`config.mk`:
```
export PLATFORM = sky130hd
export DESIGN_NAME = eagu_top
export DESIGN_NICKNAME = d
export VERILOG_FILES = /design/src/rtl/eagu_pkg.sv /design/src/rtl/eagu_regbank.sv /design/src/rtl/eagu_stepper.sv /design/src/rtl/eagu_calc.sv /design/src/rtl/eagu_top.sv
export SDC_FILE = /design/constraint.sdc
export NUM_CORES = 2
export LEC_CHECK = 0
export BUFFER_PORTS_ARGS = -buffer_cell sky130_fd_sc_hd__buf_2
export CORE_ASPECT_RATIO = 1.5
export CORE_UTILIZATION = 45
export DETAILED_ROUTE_END_ITERATION = 12
export PLACE_DENSITY = 0.66
export SYNTH_ARGS = -nofsm -noshare
export SYNTH_HDL_FRONTEND = slang
export SYNTH_SLANG_ARGS = --single-unit
```
`constraint.sdc`:
```
create_clock -name clk -period 8.93 [get_ports clk]
set_input_delay 0.893 -clock clk [delete_from_list [all_inputs] [get_ports clk]]
set_output_delay 0.893 -clock clk [all_outputs]
set_load 0.1 [all_outputs]
```
`src/rtl/eagu_pkg.sv`:
```
package eagu_pkg;

   typedef enum logic [2:0] {
      MD_POSTINC = 3'd0,
      MD_PREDEC  = 3'd1,
      MD_LDISP   = 3'd2,
      MD_PCLONG  = 3'd3,
      MD_PCSHORT = 3'd4,
      MD_PCREG   = 3'd5,
      MD_RDADDR  = 3'd6,
      MD_RDOFF   = 3'd7
   } mode_e;

   typedef enum logic [1:0] {
      SEL_ADDR = 2'd0,
      SEL_OFF  = 2'd1,
      SEL_MOD  = 2'd2,
      SEL_NONE = 2'd3
   } wsel_e;

   localparam int unsigned MODE_W = 3;

endpackage

```
`src/rtl/eagu_regbank.sv`:
```
module eagu_regbank
   import eagu_pkg::*;
#(
   parameter int unsigned NREG = 8,
   parameter int unsigned AW   = 32,
   localparam int unsigned IW  = (NREG > 1) ? $clog2(NREG) : 1
) (
   input  logic          clk,
   input  logic          rst_n,
   input  logic          wr_en,
   input  wsel_e         wr_sel,
   input  logic [IW-1:0] wr_idx,
   input  logic [AW-1:0] wr_data,
   input  logic          upd_en,
   input  logic [IW-1:0] upd_idx,
   input  logic [AW-1:0] upd_val,
   input  logic [IW-1:0] rd_idx,
   output logic [AW-1:0] rd_addr,
   output logic [AW-1:0] rd_off,
   output logic [AW-1:0] rd_mod
);

   logic [NREG-1:0][AW-1:0] areg_q;
   logic [NREG-1:0][AW-1:0] oreg_q;
   logic [NREG-1:0][AW-1:0] mreg_q;

   generate
      if (NREG != (1 << IW)) begin : g_chk_nreg
         $error("eagu_regbank: NREG must be a power of two");
      end
   endgenerate

   always_ff @(posedge clk or negedge rst_n) begin
      if (!rst_n) begin
         areg_q <= '0;
         oreg_q <= '0;
         mreg_q <= '1;
      end else begin
         if (upd_en) begin
            areg_q[upd_idx] <= upd_val;
         end
         if (wr_en) begin
            unique case (wr_sel)
               SEL_ADDR: areg_q[wr_idx] <= wr_data;
               SEL_OFF:  oreg_q[wr_idx] <= wr_data;
               SEL_MOD:  mreg_q[wr_idx] <= wr_data;
               default:  ;
            endcase
         end
      end
   end

   assign rd_addr = areg_q[rd_idx];
   assign rd_off  = oreg_q[rd_idx];
   assign rd_mod  = mreg_q[rd_idx];

   // a stepped value lands in its register unless a write overrides it
   p_upd_wb_r2: assert property (@(posedge clk) disable iff (!rst_n)
      (upd_en && !(wr_en && wr_sel == SEL_ADDR && wr_idx == upd_idx))
      |=> areg_q[$past(upd_idx)] == $past(upd_val));

   // a write to an address register always takes effect
   p_wr_wins_r9: assert property (@(posedge clk) disable iff (!rst_n)
      (wr_en && wr_sel == SEL_ADDR) |=> areg_q[$past(wr_idx)] == $past(wr_data));

   // without update or write, the address registers keep their values
   p_hold_r11: assert property (@(posedge clk) disable iff (!rst_n)
      (!upd_en && !wr_en) |=> $stable(areg_q));

endmodule

```
`src/rtl/eagu_stepper.sv`:
```
module eagu_stepper #(
   parameter int unsigned AW     = 32,
   parameter bit          MOD_EN = 1'b1
) (
   input  logic [AW-1:0] cur,
   input  logic [AW-1:0] modv,
   input  logic          dn,
   output logic [AW-1:0] nxt
);

   logic [AW-1:0] lin_nxt;
   assign lin_nxt = dn ? (cur - 1'b1) : (cur + 1'b1);

   generate
      if (MOD_EN) begin : g_circ
         logic [AW-1:0] span;
         logic [AW-1:0] low;
         logic [AW-1:0] low_nxt;
         logic          is_lin;

         always_comb begin
            span = modv;
            for (int sh = 1; sh < int'(AW); sh = sh * 2) begin
               span = span | (span >> sh);
            end
         end

         assign is_lin = &modv;
         assign low    = cur & span;

         always_comb begin
            if (dn) begin
               low_nxt = (low == '0) ? modv : (low - 1'b1);
            end else begin
               low_nxt = (low == modv) ? '0 : ((low + 1'b1) & span);
            end
         end

         assign nxt = is_lin ? lin_nxt : ((cur & ~span) | low_nxt);
      end else begin : g_lin
         logic unused_mod;
         assign unused_mod = ^modv;
         assign nxt = lin_nxt;
      end
   endgenerate

endmodule

```
`src/rtl/eagu_calc.sv`:
```
module eagu_calc
   import eagu_pkg::*;
#(
   parameter int unsigned AW     = 32,
   parameter int unsigned DISP_W = 15
) (
   input  logic              req_valid,
   input  mode_e             mode,
   input  logic [AW-1:0]     areg,
   input  logic [AW-1:0]     oreg,
   input  logic [AW-1:0]     stepped,
   input  logic [AW-1:0]     ext_word,
   input  logic [DISP_W-1:0] short_disp,
   input  logic [AW-1:0]     pc,
   output logic              step_dn,
   output logic              upd_en,
   output logic [AW-1:0]     ea
);

   localparam int unsigned SX_W = AW - DISP_W;

   logic [AW-1:0] disp_sx;
   assign disp_sx = {{SX_W{short_disp[DISP_W-1]}}, short_disp};

   assign step_dn = (mode == MD_PREDEC);
   assign upd_en  = req_valid && (mode == MD_POSTINC || mode == MD_PREDEC);

   always_comb begin
      unique case (mode)
         MD_POSTINC: ea = areg;
         MD_PREDEC:  ea = stepped;
         MD_LDISP:   ea = areg + ext_word;
         MD_PCLONG:  ea = pc + ext_word;
         MD_PCSHORT: ea = pc + disp_sx;
         MD_PCREG:   ea = areg + pc;
         MD_RDOFF:   ea = oreg;
         default:    ea = areg;
      endcase
   end

endmodule

```
`src/rtl/eagu_top.sv`:
```
module eagu_top
   import eagu_pkg::*;
#(
   parameter int unsigned NREG   = 8,
   parameter int unsigned AW     = 32,
   parameter int unsigned DISP_W = 15,
   parameter bit          MOD_EN = 1'b1,
   localparam int unsigned IW    = (NREG > 1) ? $clog2(NREG) : 1
) (
   input  logic              clk,
   input  logic              rst_n,
   input  logic              req_valid,
   input  logic [2:0]        req_mode,
   input  logic [IW-1:0]     req_idx,
   input  logic [AW-1:0]     ext_word,
   input  logic [DISP_W-1:0] short_disp,
   input  logic [AW-1:0]     pc,
   output logic [AW-1:0]     ea,
   input  logic              wr_en,
   input  logic [1:0]        wr_sel,
   input  logic [IW-1:0]     wr_idx,
   input  logic [AW-1:0]     wr_data
);

   generate
      if (DISP_W >= AW || DISP_W < 2) begin : g_chk_disp
         $error("eagu_top: DISP_W must lie between 2 and AW-1");
      end
      if (AW < 8) begin : g_chk_aw
         $error("eagu_top: AW must be at least 8");
      end
   endgenerate

   mode_e         mode;
   logic [AW-1:0] rd_addr, rd_off, rd_mod, stepped;
   logic          step_dn, upd_en;

   assign mode = mode_e'(req_mode);

   eagu_regbank #(.NREG(NREG), .AW(AW)) u_bank (
      .clk     (clk),
      .rst_n   (rst_n),
      .wr_en   (wr_en),
      .wr_sel  (wsel_e'(wr_sel)),
      .wr_idx  (wr_idx),
      .wr_data (wr_data),
      .upd_en  (upd_en),
      .upd_idx (req_idx),
      .upd_val (stepped),
      .rd_idx  (req_idx),
      .rd_addr (rd_addr),
      .rd_off  (rd_off),
      .rd_mod  (rd_mod)
   );

   eagu_stepper #(.AW(AW), .MOD_EN(MOD_EN)) u_step (
      .cur  (rd_addr),
      .modv (rd_mod),
      .dn   (step_dn),
      .nxt  (stepped)
   );

   eagu_calc #(.AW(AW), .DISP_W(DISP_W)) u_calc (
      .req_valid  (req_valid),
      .mode       (mode),
      .areg       (rd_addr),
      .oreg       (rd_off),
      .stepped    (stepped),
      .ext_word   (ext_word),
      .short_disp (short_disp),
      .pc         (pc),
      .step_dn    (step_dn),
      .upd_en     (upd_en),
      .ea         (ea)
   );

   // the predecrement address equals the value written back
   p_predec_ea_r1: assert property (@(posedge clk) disable iff (!rst_n)
      (req_valid && mode == MD_PREDEC) |-> ea == stepped);

   // non-stepping modes never request an update
   p_noupd_r7: assert property (@(posedge clk) disable iff (!rst_n)
      (mode != MD_POSTINC && mode != MD_PREDEC) |-> !upd_en);

   // a zero short displacement yields the program counter
   p_pcshort_zero_r5: assert property (@(posedge clk) disable iff (!rst_n)
      (mode == MD_PCSHORT && short_disp == '0) |-> ea == pc);

   generate
      if (MOD_EN) begin : g_circ_chk
         // a circular step moves only bits inside the buffer
         p_mod_inbuf_r4: assert property (@(posedge clk) disable iff (!rst_n)
            (upd_en && !rd_mod[AW-1])
            |-> (stepped ^ rd_addr) <= {rd_mod[AW-2:0], 1'b1});
      end
   endgenerate

endmodule

```
======== Word-level counts from Yosys, hierarchy flattened ========
Index checks and enable logic that the tools add are counted.
word-level totals
  output and inout port bits .............. 32
  word-level logic and storage cells ...... 88
  bits of input ports ..................... 126
  bits in registers ....................... 768
cells by class
  order comparisons ....................... 4
  bitwise gates (word level) .............. 10
  reduce and logical (&&, ||, !) cells .... 10
  add/sub/neg operators ................... 8
  eq/ne operators ......................... 9
  muxes and demuxes ....................... 23
operator list
  cell                                                  number
  bitwise mux 256 bit                                   4
  two-way mux 256 bit                                   3
  two-way mux 32 bit                                    10
  binary-select mux 32 bit (select 3 bit)               3
  demux 32 bit (select 3 bit)                           2
  case mux 32 bit (6 select lines)                      1
  adder 32 bit                                          4
  AND 32 bit                                            3
  adder 32 x 1 -> 32 bit (second input constant)        2
  subtractor 32 x 1 -> 32 bit (second input constant)   2
  equality test 32 bit                                  1
  zero test 32 bit                                      1
  inverter 32 bit                                       1
  OR 32 x 16 -> 32 bit                                  1
  OR 32 x 24 -> 32 bit                                  1
  OR 32 x 28 -> 32 bit                                  1
  OR 32 x 30 -> 32 bit                                  1
  OR 32 x 31 -> 32 bit                                  1
  OR 32 bit                                             1
  AND reduction 32 bit                                  1
  equality test 3 bit (second input constant)           3
  < comparator 3 x 4 -> 1 bit (second input constant)   2
  equality test 3 x 2 -> 1 bit (second input constant)  2
  >= comparator 3 x 1 -> 1 bit (second input constant)  2
  8 further kinds                                       11

======== Logic depth before layout (Yosys ltp) ========
  depth in word-level cells ............... 19
  mapped depth ............................ 30

======== By module ========
From an unflattened synthesis, not the netlist that was laid out.
second synthesis, totals
  cells, all modules ...................... 3957
  area total of the unflattened synthesis .. 47966.0 sq um
modules (own cells, without submodules)
  module        instances  area each (sq um)  cells each
  eagu_regbank  1          37729.9            2351
  eagu_stepper  1          5255.0             838
  eagu_calc     1          4981.0             768

======== Least setup slack after synthesis ========
OpenSTA, ideal clock, no wires.
  path kind ............................... in2out
  start ................................... in req_mode[0]
  end ..................................... out ea[28]
  required time ........................... 8037 ps
  buffers on the path ..................... 4
  setup slack ............................. -249 ps
  stages on the path ...................... 22
  arrival ................................. 8286 ps
  cells stage by stage .................... inv_1 -> nor2_1 -> nand2_1 -> clkinv_1 -> clkbuf_1 -> clkbuf_1 -> clkbuf_1 -> clkbuf_1 -> ha_1 -> a21o_1 -> a21o_1 -> a21o_1 -> a21o_1 -> o2111ai_1 -> nand2_1 -> o221ai_1 -> a21oi_1 -> a31o_2 -> or3_1 -> a32oi_1 -> o21ai_1 -> a211oi_1
between the ends
  longest elaborated chain between the ends .. 5
  elaborated cells on any way between the ends .. 11
  classes of those cells .................. 6 x eq/ne; 4 x mux; 1 x bitwise
RTL lines
  item                                  line                              RTL
  start, declared                       eagu_top.sv:13                    input logic [2:0] req_mode,
  equality test 3 x 1 -> 1 bit          eagu_calc.sv:25, eagu_calc.sv:29
  two-way mux 32 bit                    eagu_stepper.sv:32                if (dn) begin
  OR 32 bit                             eagu_stepper.sv:39                assign nxt = is_lin ? lin_nxt : ((cur & ~span) | low_nxt);
  two-way mux 32 bit                    eagu_stepper.sv:39
  case mux 32 bit (6 select lines) (*)  eagu_calc.sv:29                   unique case (mode)
  end, declared                         eagu_top.sv:18                    output logic [AW-1:0] ea,
Mark *: on every way between the ends. The rest lies on a longest branch, timed or not.

======== Final worst setup path ========
  start ................................... in req_idx[2]
  end ..................................... out ea[12]
between the ends
  longest elaborated chain between the ends .. 15
  elaborated cells on any way between the ends .. 31
  classes of those cells .................. 6 x add/sub; 1 x eq/ne; 12 x mux; 10 x bitwise; 2 x reduce/logical
RTL lines
  item                                      line                RTL
  start, declared                           eagu_top.sv:14      input logic [IW-1:0] req_idx,
  binary-select mux 32 bit (select 3 bit)   eagu_regbank.sv:55  assign rd_mod = mreg_q[rd_idx];
  two-way mux 32 bit (implied by the code)  eagu_regbank.sv:55
  OR 32 x 31 -> 32 bit                      eagu_stepper.sv:24  span = span | (span >> sh);
  OR 32 x 30 -> 32 bit                      eagu_stepper.sv:24
  OR 32 x 28 -> 32 bit                      eagu_stepper.sv:24
  OR 32 x 24 -> 32 bit                      eagu_stepper.sv:24
  OR 32 x 16 -> 32 bit                      eagu_stepper.sv:24
  AND 32 bit                                eagu_stepper.sv:29  assign low = cur & span;
  adder 32 x 1 -> 32 bit                    eagu_stepper.sv:35  low_nxt = (low == modv) ? '0 : ((low + 1'b1) & span);
  AND 32 bit                                eagu_stepper.sv:35
  two-way mux 32 bit                        eagu_stepper.sv:35
  two-way mux 32 bit                        eagu_stepper.sv:32
  OR 32 bit                                 eagu_stepper.sv:39
  two-way mux 32 bit                        eagu_stepper.sv:39
  case mux 32 bit (6 select lines) (*)      eagu_calc.sv:29
Mark *: on every way between the ends. The rest lies on a longest branch, timed or not. The select of a mux whose other input is x is not followed.

==> out/metrics.cfg <==
[critical_path]
worstSetupPathType=in2out
cp-start-kind=primary input
cp-end-kind=output pin
arrival_ns=7.61
worstPathRequired_ns=8.04
ff2ff_setup_slack_ns=2.55
rr_worst_depth=17
r2r-start=u_bank.mreg_q[209]$_DFFE_PN1P_
critical_path.cell_chain=buf_8, buf_4, mux4_2, mux2i_4, and4_1, nand3_1, or3_1, or3_1, nand2_1, ha_1, nor2b_1, nand2_2, or3_4, o211a_1, a211oi_1, a22oi_1, a2111oi_0, a21oi_1, buf_2
crit_family=simple AND/OR/NAND/NOR gates
worst-path-buf-inv=3
cpMaxStageDelayCell=or3_4
r2r_end=u_bank.areg_q[92]$_DFF_PN0_
path_max_fanout=56
max_stage_delay_ns=0.61
cp_common_cell=or3_1

[layout]
stdcell_count=6503
layout_common_cells=564 x mux2_2, 512 x dfrtp_1, 456 x nand2_1
final_nets=5258
syn2layout_area_growth_pct=13.0
drive_above_1_share=0.310
final_common_cell=mux2_2

[detailed_routing]
firstDrtPassIters=10
postRouteAntennaNets=0
routed_wl_um=221000
vias_per_cell=6.81
drc=0
num_vias=44300
wl_per_cell_um=34.0
drt_iter0_drc=5482

[clocking]
post_cts_buffers=0
cts.sinks=768
cts-buffers-inserted=71
htree_levels=3
clockBufferDepth=3
cts_root_buf=clkbuf_16
cts_tree=built
worstSkewPairLatency_ns=0.67
postCtsHoldBufs=0
clk_pin_slew_ns=0.07
cts.repair.resized=0

[synth]
mappedNetlistNets=5111
synthTopCellsByArea=dfrtp_1 27%, dfstp_2 14%, mux2_2 13%
seq_area_frac_synth=0.409
synth_top_cell_area_share=0.268
synth_area_sq_mm=0.0478
ys_async_sr_fraction=1.00
synth_ff_type=dfrtp_1
synth_area_per_cell_sq_um=9.78
synth_top_area_cell=dfrtp_1
syn_inst=4888
synth_seq_cells=768
yosysWarnings=0
synth_edf_count=0
synth_cell_types=107

[floorplan]
coreArea_sq_mm=0.105
ioPinCount=158
fp.dieArea_sq_mm=0.108
start_util=0.454
fp.dieH_um=401
row_count=146
die_x_um=268

[power_and_ir_drop]
p_leak_uw=0.0230
p_per_area_mw_per_mm2=235
p_sw_uw=4730
vdd_ir_drop_max_v=0.000134
sw_frac_of_total=0.372
clkPwrFrac=0.253
comb_power_share=0.363
p_int_uw=7980
p_seq_frac=0.384

[grt]
grt_usage=0.409
overflow=0
antenna_found_initial=15
first_global_vias=43300
grt_pass1_wl_um=314000
grt_max_degree=171

[placement]
place_inst=6367
routabilityCongestion=1.07
hpwl_um=157000
numPortBuffers=157

[timing]
worstMarginPinSlew_ns=1.47
slew_viol_final=1
period_needed_ns=8.50
finalHoldViolations=0
fin_crit_sh=0.952
skew_ns=0.0320
rsz0062_at_grt=no
slew_headroom=-0.00684
setup_tns_ns=0
setup_viol=0
fmax_ghz=0.118

[outcome]
outcome=finished with violations
violations=capacitance limit, slew limit

[hold_path]
min_path_type=in2async

[job]
drv_cap=1

-- power by group through the flow --
| stage | registers (uW) | logic (uW) | clock network (uW) |
|---|---|---|---|
| global route | 4950 | 4820 | 3360 |
| floorplan | 4760 | 2770 | 0 |
| detailed placement | 4910 | 4440 | 0 |
| global placement | 4870 | 4410 | 0 |
| finish | 4880 | 4620 | 3220 |
| CTS | 4850 | 4460 | 3250 |
-- cell families (layout without fill, tap and decap cells) --
| kind of cell | after synthesis | count (layout) | share of synthesized area |
|---|---|---|---|
| AO/OA/AOI/OAI | 1379 | 1379 | 0.192 |
| XOR/XNOR | 95 | 95 | 0.0174 |
| adder cells (fa/ha/maj) | 97 | 97 | 0.0259 |
| buffers and inverters | 468 | 669 | 0.0394 |
| flip-flops | 768 | 768 | 0.409 |
| multiplexers | 762 | 762 | 0.191 |
| other | 0 | 8 | 0 |
| AND/OR/NAND/NOR | 1319 | 1319 | 0.126 |
-- Yosys cell counts, types with 10 or more instances --
| master | number |
|---|---|
| mux2i_1 | 128 |
| o21ai_1 | 60 |
| nor2b_1 | 20 |
| and3_1 | 20 |
| o21bai_1 | 14 |
| nand3_1 | 110 |
| nor3_1 | 84 |
| mux2_2 | 564 |
| nand2_1 | 467 |
| and2_1 | 30 |
| a211o_1 | 14 |
| dfstp_2 | 256 |
| a22o_1 | 24 |
| nor4_1 | 24 |
| nor3b_1 | 10 |
| o21a_1 | 37 |
| a31o_2 | 10 |
| a22oi_1 | 95 |
| a221o_1 | 51 |
| o22ai_1 | 38 |
| xnor2_1 | 54 |
| dfrtp_1 | 512 |
| ha_1 | 94 |
| o211ai_1 | 17 |
| nor2_1 | 402 |
| o21ai_0 | 211 |
| a21o_1 | 52 |
| nand4_1 | 35 |
| or2_2 | 13 |
| buf_2 | 45 |
| o31ai_1 | 44 |
| a211oi_1 | 43 |
| clkbuf_1 | 296 |
| a21oi_1 | 384 |
| mux4_2 | 60 |
| a31oi_1 | 66 |
| inv_1 | 65 |
| nand3b_1 | 11 |
| a221oi_1 | 71 |
| xor2_1 | 41 |
| buf_1 | 42 |
| nand2b_1 | 20 |
| o221ai_1 | 12 |
| or3_1 | 25 |
-- how the worst max path moves through the flow --
stage,cells after the start,slack [ns],endpoint,from
finish,19,0.43,ea[12],req_idx[2]
floorplan,20,0.36,ea[25],req_mode[0]
global placement,20,0.64,ea[28],req_idx[1]
detailed placement,22,0.61,ea[30],req_idx[1]
global route,19,0.22,ea[12],req_idx[1]
CTS,22,0.58,ea[30],req_idx[1]
-- sequential cells by signal, indices dropped and copies added (netlist names) --
| signal | cells |
|---|---|
| u_bank.areg_q | 256 |
| u_bank.oreg_q | 256 |
| u_bank.mreg_q | 256 |
-- through the flow --
step	hold WS, ns	total power [uW]	utilization	setup slack [ns]	area [sq um]
after floorplan	0.464	7530	-	0.356	47800
after global placement	0.481	9280	0.489	0.643	51600
after CTS	0.248	12600	0.512	0.582	54000
final	0.216	12700	0.512	0.426	54000
after global routing	0.291	13100	0.512	0.219	54000
after detailed placement	0.486	9340	0.489	0.613	51600
-- cell type report --
type	count	area, sq um
antenna	8	20.0
clock buffer	111	2200
clock inverter	16	210
fill	9633	51400
inverter	72	272
multi-input combinational	3652	26600
sequential	768	19500
tap	1406	1760
timing repair buffer	470	3400
-- worst reg2reg max path: stages (launching register included) --
cell and delay [ns]:
dfstp_2 0.37, mux4_2 0.47, mux2i_1 0.65, and4_1 0.49, nand3_1 0.24, or3_1 0.54, or3_1 0.50, nand2_1 0.14
ha_1 0.18, nor2b_1 0.31, nand2_2 0.20, buf_4 0.25, nor4_1 0.42, and3_1 0.23, o31ai_1 0.11, a31oi_1 0.87
nand2_1 0.12, a31oi_1 0.22
-- per-layer routing --
| metal | GRT usage | routed length (um) | vias to the layer above | part of all wire |
|---|---|---|---|---|
| met5 | 0 | 63 | - | 0.00028 |
| met4 | 0.354 | 23400 | 10 | 0.11 |
| met3 | 0.109 | 22300 | 1002 | 0.10 |
| met2 | 0.632 | 99900 | 2912 | 0.45 |
| met1 | 0.464 | 75700 | 21900 | 0.34 |
| li1 | - | - | 18400 | - |
(Power assumes the default switching activity.)
